--- src/rtl/fe_pkg.sv ---
`timescale 1ns/1ps
package fe_pkg;
  localparam int unsigned AW    = 32;
  localparam int unsigned IW    = 32;
  localparam int unsigned STEP  = IW / 8;
  localparam int unsigned OFS_W = $clog2(STEP);

  typedef logic [AW-1:0] addr_t;
  typedef logic [IW-1:0] word_t;

  // fetch -> early decode
  typedef struct packed {
    logic  vld;
    logic  pred;
    addr_t pc;
    addr_t tgt;
    word_t instr;
  } fd_t;

  // early decode -> buffer -> consumer
  typedef struct packed {
    logic  vld;
    logic  pred;
    addr_t pc;
    addr_t npc;
    word_t instr;
  } dq_t;
endpackage

--- src/rtl/fe_btc.sv ---
`timescale 1ns/1ps
module fe_btc
  import fe_pkg::*;
#(
  parameter int unsigned ENTRIES = 16
) (
  input  logic  clk_i,
  input  logic  rst_ni,
  input  logic  en_i,
  input  addr_t lk_pc_i,
  output logic  hit_o,
  output addr_t tgt_o,
  input  logic  upd_valid_i,
  input  logic  upd_write_i,
  input  addr_t upd_pc_i,
  input  addr_t upd_tgt_i
);
  localparam int unsigned IDX_W = $clog2(ENTRIES);
  localparam int unsigned TAG_W = AW - IDX_W;

  typedef logic [IDX_W-1:0] idx_t;
  typedef logic [TAG_W-1:0] tag_t;

  logic vld_q [ENTRIES];
  tag_t tag_q [ENTRIES];
  addr_t tgt_q [ENTRIES];

  function automatic idx_t idx_of(addr_t a);
    return a[OFS_W +: IDX_W];
  endfunction

  // tag keeps every bit outside the index field
  function automatic tag_t tag_of(addr_t a);
    return {a[AW-1:OFS_W+IDX_W], a[OFS_W-1:0]};
  endfunction

  idx_t lk_idx, up_idx;
  assign lk_idx = idx_of(lk_pc_i);
  assign up_idx = idx_of(upd_pc_i);

  assign hit_o = en_i && vld_q[lk_idx] && (tag_q[lk_idx] == tag_of(lk_pc_i));
  assign tgt_o = tgt_q[lk_idx];

  always_ff @(posedge clk_i or negedge rst_ni) begin
    if (!rst_ni) begin
      for (int i = 0; i < ENTRIES; i++) begin
        vld_q[i] <= 1'b0;
        tag_q[i] <= '0;
        tgt_q[i] <= '0;
      end
    end else if (upd_valid_i) begin
      vld_q[up_idx] <= upd_write_i;
      tag_q[up_idx] <= tag_of(upd_pc_i);
      tgt_q[up_idx] <= upd_tgt_i;
    end
  end

  p_write_lands_r10: assert property (@(posedge clk_i) disable iff (!rst_ni)
    upd_valid_i && upd_write_i |=> vld_q[$past(up_idx)] && (tgt_q[$past(up_idx)] == $past(upd_tgt_i)));

  p_clear_lands_r10: assert property (@(posedge clk_i) disable iff (!rst_ni)
    upd_valid_i && !upd_write_i |=> !vld_q[$past(up_idx)]);
endmodule

--- src/rtl/fe_early_decode.sv ---
`timescale 1ns/1ps
module fe_early_decode
  import fe_pkg::*;
(
  input  fd_t in_i,
  output dq_t out_o
);
  always_comb begin
    out_o.vld   = in_i.vld;
    out_o.pred  = in_i.pred;
    out_o.pc    = in_i.pc;
    out_o.instr = in_i.instr;
    out_o.npc   = in_i.pred ? in_i.tgt : in_i.pc + addr_t'(STEP);
  end
endmodule

--- src/rtl/fe_out_buf.sv ---
`timescale 1ns/1ps
module fe_out_buf
  import fe_pkg::*;
(
  input  logic clk_i,
  input  logic rst_ni,
  input  logic flush_i,
  input  dq_t  in_i,
  input  logic ready_i,
  output dq_t  q_o,
  output logic stall_o
);
  dq_t q;

  assign stall_o = q.vld && !ready_i;
  assign q_o     = q;

  always_ff @(posedge clk_i or negedge rst_ni) begin
    if (!rst_ni)       q <= '0;
    else if (flush_i)  q.vld <= 1'b0;
    else if (!stall_o) q <= in_i;
  end

  p_hold_r8: assert property (@(posedge clk_i) disable iff (!rst_ni)
    q.vld && !ready_i && !flush_i |=> q.vld && $stable(q));
endmodule

--- src/rtl/fetch_front.sv ---
`timescale 1ns/1ps
module fetch_front
  import fe_pkg::*;
#(
  parameter int unsigned  BTC_ENTRIES = 16,
  parameter logic [31:0]  RESET_PC    = 32'h0000_1000
) (
  input  logic        clk_i,
  input  logic        rst_ni,
  input  logic        btc_en_i,
  output logic [31:0] mem_addr_o,
  input  logic [31:0] mem_rdata_i,
  input  logic        upd_valid_i,
  input  logic        upd_write_i,
  input  logic [31:0] upd_pc_i,
  input  logic [31:0] upd_target_i,
  input  logic        corr_valid_i,
  input  logic [31:0] corr_pc_i,
  output logic        out_valid_o,
  input  logic        out_ready_i,
  output logic [31:0] out_pc_o,
  output logic [31:0] out_instr_o,
  output logic        out_pred_o,
  output logic [31:0] out_npc_o
);
  localparam addr_t STEP_A = addr_t'(STEP);

  addr_t gen_pc_q;   // address stage
  addr_t fet_pc_q;   // fetch stage
  fd_t   dec_q;      // early decode stage input
  dq_t   dec_out, buf_q;
  logic  stall, hit;
  addr_t hit_tgt;

  fe_btc #(.ENTRIES(BTC_ENTRIES)) u_btc (
    .clk_i       (clk_i),
    .rst_ni      (rst_ni),
    .en_i        (btc_en_i),
    .lk_pc_i     (fet_pc_q),
    .hit_o       (hit),
    .tgt_o       (hit_tgt),
    .upd_valid_i (upd_valid_i),
    .upd_write_i (upd_write_i),
    .upd_pc_i    (upd_pc_i),
    .upd_tgt_i   (upd_target_i)
  );

  always_ff @(posedge clk_i or negedge rst_ni) begin
    if (!rst_ni) begin
      fet_pc_q <= RESET_PC;
      gen_pc_q <= RESET_PC + STEP_A;
      dec_q    <= '0;
    end else if (corr_valid_i) begin
      fet_pc_q  <= corr_pc_i;
      gen_pc_q  <= corr_pc_i + STEP_A;
      dec_q.vld <= 1'b0;
    end else if (!stall) begin
      dec_q <= '{vld: 1'b1, pred: hit, pc: fet_pc_q, tgt: hit_tgt, instr: mem_rdata_i};
      if (hit) begin
        // sequential address in the address stage is squashed
        fet_pc_q <= hit_tgt;
        gen_pc_q <= hit_tgt + STEP_A;
      end else begin
        fet_pc_q <= gen_pc_q;
        gen_pc_q <= gen_pc_q + STEP_A;
      end
    end
  end

  fe_early_decode u_dec (
    .in_i  (dec_q),
    .out_o (dec_out)
  );

  fe_out_buf u_buf (
    .clk_i   (clk_i),
    .rst_ni  (rst_ni),
    .flush_i (corr_valid_i),
    .in_i    (dec_out),
    .ready_i (out_ready_i),
    .q_o     (buf_q),
    .stall_o (stall)
  );

  assign mem_addr_o  = fet_pc_q;
  assign out_valid_o = buf_q.vld;
  assign out_pc_o    = buf_q.pc;
  assign out_instr_o = buf_q.instr;
  assign out_pred_o  = buf_q.pred;
  assign out_npc_o   = buf_q.npc;

  p_corr_restart_r6: assert property (@(posedge clk_i) disable iff (!rst_ni)
    corr_valid_i |=> (mem_addr_o == $past(corr_pc_i)) && !out_valid_o);

  p_corr_beats_hit_r7: assert property (@(posedge clk_i) disable iff (!rst_ni)
    corr_valid_i && hit |=> mem_addr_o != $past(hit_tgt) || $past(hit_tgt) == $past(corr_pc_i));

  p_hit_redirect_r3: assert property (@(posedge clk_i) disable iff (!rst_ni)
    hit && !corr_valid_i && !stall |=> mem_addr_o == $past(hit_tgt));

  p_seq_when_off_r4: assert property (@(posedge clk_i) disable iff (!rst_ni)
    !btc_en_i && !corr_valid_i && !stall |=> mem_addr_o == $past(mem_addr_o) + STEP_A);

  p_stall_freeze_r8: assert property (@(posedge clk_i) disable iff (!rst_ni)
    out_valid_o && !out_ready_i && !corr_valid_i |=> $stable(mem_addr_o));
endmodule

--- config.mk ---
export PLATFORM = sky130hd
export DESIGN_NAME = fetch_front
export DESIGN_NICKNAME = d
export VERILOG_FILES = /design/src/rtl/fe_pkg.sv /design/src/rtl/fe_btc.sv /design/src/rtl/fe_early_decode.sv /design/src/rtl/fe_out_buf.sv /design/src/rtl/fetch_front.sv
export SDC_FILE = /design/constraint.sdc
export NUM_CORES = 2
export LEC_CHECK = 0
export BUFFER_PORTS_ARGS = -buffer_cell sky130_fd_sc_hd__clkbuf_2
export CAP_MARGIN = 40
export CORE_MARGIN = 2
export CORE_UTILIZATION = 40
export CTS_CLUSTER_DIAMETER = 60
export DETAILED_ROUTE_END_ITERATION = 8
export GPL_TIMING_DRIVEN = 0
export PLACE_DENSITY = 0.57
export SLEW_MARGIN = 5
export SYNTH_ARGS = -nofsm -noshare
export SYNTH_HDL_FRONTEND = slang
export SYNTH_SLANG_ARGS = --single-unit
export TNS_END_PERCENT = 5
--- constraint.sdc ---
create_clock -name clk_i -period 7.1 [get_ports clk_i]
set_input_delay 1.42 -clock clk_i [delete_from_list [all_inputs] [get_ports clk_i]]
set_output_delay 1.42 -clock clk_i [all_outputs]
set_load 0.01 [all_outputs]
==> flow_summary.json <==
{
  "status": "finished, final reports clean",
  "cpPeakStageDelay_ns": 0.61,
  "netlist_instances": 4174,
  "synth_edf_count": 0,
  "path_class": "reg2reg",
  "crit_buf_inv": 8,
  "fin_crit_sh_pct": 97.2,
  "post_cts_resized": 3,
  "vias_per_cell": 5.66,
  "die_w_um": 380,
  "hold_buffers": 0,
  "area_growth_pct": 18.2,
  "die_h_um": 380,
  "ioPinCount": 265,
  "cp_cell_sequence": "buf_6, buf_6, buf_6, buf_2, buf_2, buf_2, clkbuf_1, mux4_2, mux4_2, a41oi_1, a2bb2oi_1, ha_1, inv_1, a2111oi_2, nand2_1, or4_1, or3_1, a31oi_1",
  "drtAntennaViolNets": 0,
  "grt-ovfl-total": 0,
  "cp_data_arrival_time_ns": 7.60,
  "setup_tns_ns": 0,
  "vdd_ir_drop_max_v": 0.000227,
  "worst_path_max_delay_cell": "dfrtp_1",
  "core_um2": 140000,
  "start_util_pct": 40.4,
  "fin_nets": 4842,
  "finalPower_mw": 22.0,
  "synth_cell_types": 78,
  "syn-num-nets": 4311,
  "dr.first_iter.drc_count": 3568,
  "synth-seq-cells": 1236,
  "finalSetupViolCount": 0,
  "clk_pin_slew_ns": 0.07,
  "grt_antenna_before_repair": 18,
  "p_leak_nw": 29.4,
  "clock-root-buffer": "clkbuf_16",
  "clockBufferDepth": 3,
  "required_ns": 7.80,
  "cts_setup_buffers": 0,
  "ys_seq_area_share_pct": 54.7,
  "whs_ns": 0.460,
  "first_pass_iters": 6,
  "synth_ff_type": "dfrtp_1",
  "finalMaxSlewViolations": 0,
  "crit_path_end_kind": "register",
  "cap_viol_max_count": 0,
  "dieArea_um2": 144000,
  "routabilityCongestion": 0.931,
  "dp_hpwl_um": 135000,
  "insertion_delay_ns": 0.80,
  "max-slew-margin-rel_pct": 35.0,
  "drc_errors": 0,
  "fmax_ghz": 0.145,
  "portBuffers": 264,
  "cp_top_family": "buffers and inverters",
  "syn-cell-area_um2": 56500,
  "routed-via-count": 37900,
  "grt_usage_pct": 25.6,
  "cts.htree.levels": 4,
  "clock-sinks": 1236,
  "final_common_cell": "dfrtp_1",
  "worstMarginPinSlew_ns": 0.976,
  "cp_max_fo": 10,
  "final_cell_mix": "dfrtp_1, mux2_2, nand2_1",
  "min_path_type": "reg2reg",
  "min_period_ns": 6.90,
  "grt_max_degree": 104,
  "grt_pass1_wl_um": 272000,
  "cts_tree": "done",
  "layout-drive-gt1-share_pct": 40.3,
  "yosysWarnings": 0,
  "grt_setup_unrepaired": "false",
  "numCtsBuffers": 144,
  "powerDensity_nw_per_um2": 330,
  "async_flop_share_pct": 100,
  "wl_um": 185000,
  "syn_avg_cell_area_um2": 13.5,
  "row_count": 137,
  "finClkSkew_ns": 0.0373,
  "finalHoldViolCount": 0,
  "wl_per_cell_um": 27.7,
  "worst_setup_path_start_kind": "register",
  "grt_pass1_vias": 38300
}
==> flip-flops by register name, summed over array words and instances (netlist names) <==
register / count
dec_q: 98
u_btc.tgt_q: 512
mem_addr_o: 32
u_btc.vld_q: 16
u_buf.q_o: 98
gen_pc_q: 32
u_btc.tag_q: 448
==> worst min-delay path, cell delays in order (launching register included) <==
cell and delay [ns]:
dfrtp_1 0.34, nand2_1 0.05, nand2_1 0.04
==> Yosys cell counts, types with 11 or more instances <==
master / n / area [um^2]
a21oi_1: 49 / 245
a221oi_1: 13 / 114
a22oi_1: 25 / 188
a31oi_1: 18 / 113
and2_1: 12 / 75.1
and3_1: 13 / 81.3
buf_1: 23 / 86.3
buf_2: 36 / 180
buf_4: 14 / 105
buf_6: 13 / 146
clkbuf_1: 239 / 897
dfrtp_1: 1233 / 30900
inv_1: 13 / 48.8
mux2_2: 999 / 11200
mux2i_1: 129 / 1290
mux4_2: 233 / 5250
nand2_1: 626 / 2350
nand2b_1: 13 / 81.3
nand3_1: 39 / 195
nand4_1: 20 / 125
nor2_1: 86 / 323
nor2b_1: 11 / 68.8
o21ai_0: 87 / 435
o31ai_1: 11 / 82.6
xnor2_1: 39 / 342
xor2_1: 28 / 245
==> cell type report <==
cell class / instances / area (um^2)
inverter: 13 / 48.8
tap: 1876 / 2350
clock inverter: 55 / 722
antenna: 5 / 12.5
fill: 12500 / 73100
buffer: 328 / 1460
sequential: 1236 / 30900
timing repair buffer: 385 / 3030
clock buffer: 203 / 4170
multi-input combinational: 2597 / 24100
==> metrics by stage <==
step,instances,instance area [um^2],util (%),setup WS (ns)
after global placement,6314,60200,43.0,-26.88
after global routing,6693,66800,47.8,0.0588
after detailed placement,6435,61900,44.3,0.00477
after CTS,6693,66800,47.8,0.0588
final,6698,66800,47.8,0.199
after floorplan,4174,56500,-,2.06
==> worst paths after layout <==
check                                           from                     endpoint  slack, ns  cells past startpoint
max                        mem_addr_o[3]$_DFFE_PN0P_     gen_pc_q[26]$_DFFE_PN0P_       0.20                     18
min                            dec_q[20]$_DFFE_PN0P_    u_buf.q_o[20]$_DFFE_PN0P_       0.46                      2
max reg2reg                mem_addr_o[3]$_DFFE_PN0P_     gen_pc_q[26]$_DFFE_PN0P_       0.20                     18
min reg2reg                    dec_q[20]$_DFFE_PN0P_    u_buf.q_o[20]$_DFFE_PN0P_       0.46                      2
max in group asynchronous                     rst_ni    u_buf.q_o[54]$_DFFE_PN0P_       4.36                      5
min in group asynchronous                     rst_ni  u_btc.tgt_q[80]$_DFFE_PN0P_       0.57                      1
==> per-layer routing <==
| layer | up-vias | routed length, um | track usage (%) |
|---|---|---|---|
| met5 | - | 91 | 0 |
| met4 | 14 | 5480 | 7.97 |
| met3 | 294 | 14400 | 5.55 |
| met2 | 1406 | 83300 | 38.7 |
| met1 | 20100 | 82000 | 37.0 |
| li1 | 16100 | - | - |
==> cells by family after synthesis <==
group | after synthesis | share of synthesized area, %
compound gates | 284 | 3.32
xor+xnor | 67 | 1.04
fa+ha+maj | 2 | 0.0443
buf+inv | 341 | 2.65
flops | 1236 | 54.7
mux | 1361 | 31.5
simple gates | 883 | 6.74
==> power by group <==
group / switching (mW) / total (mW) / internal, mW / leakage [nW]
clock network: 3.12 / 7.58 / 4.46 / 2.40
registers: 0.917 / 9.53 / 8.61 / 15.2
logic: 2.45 / 4.92 / 2.47 / 11.9
No activity file was read; power rests on OpenSTA's default activity.
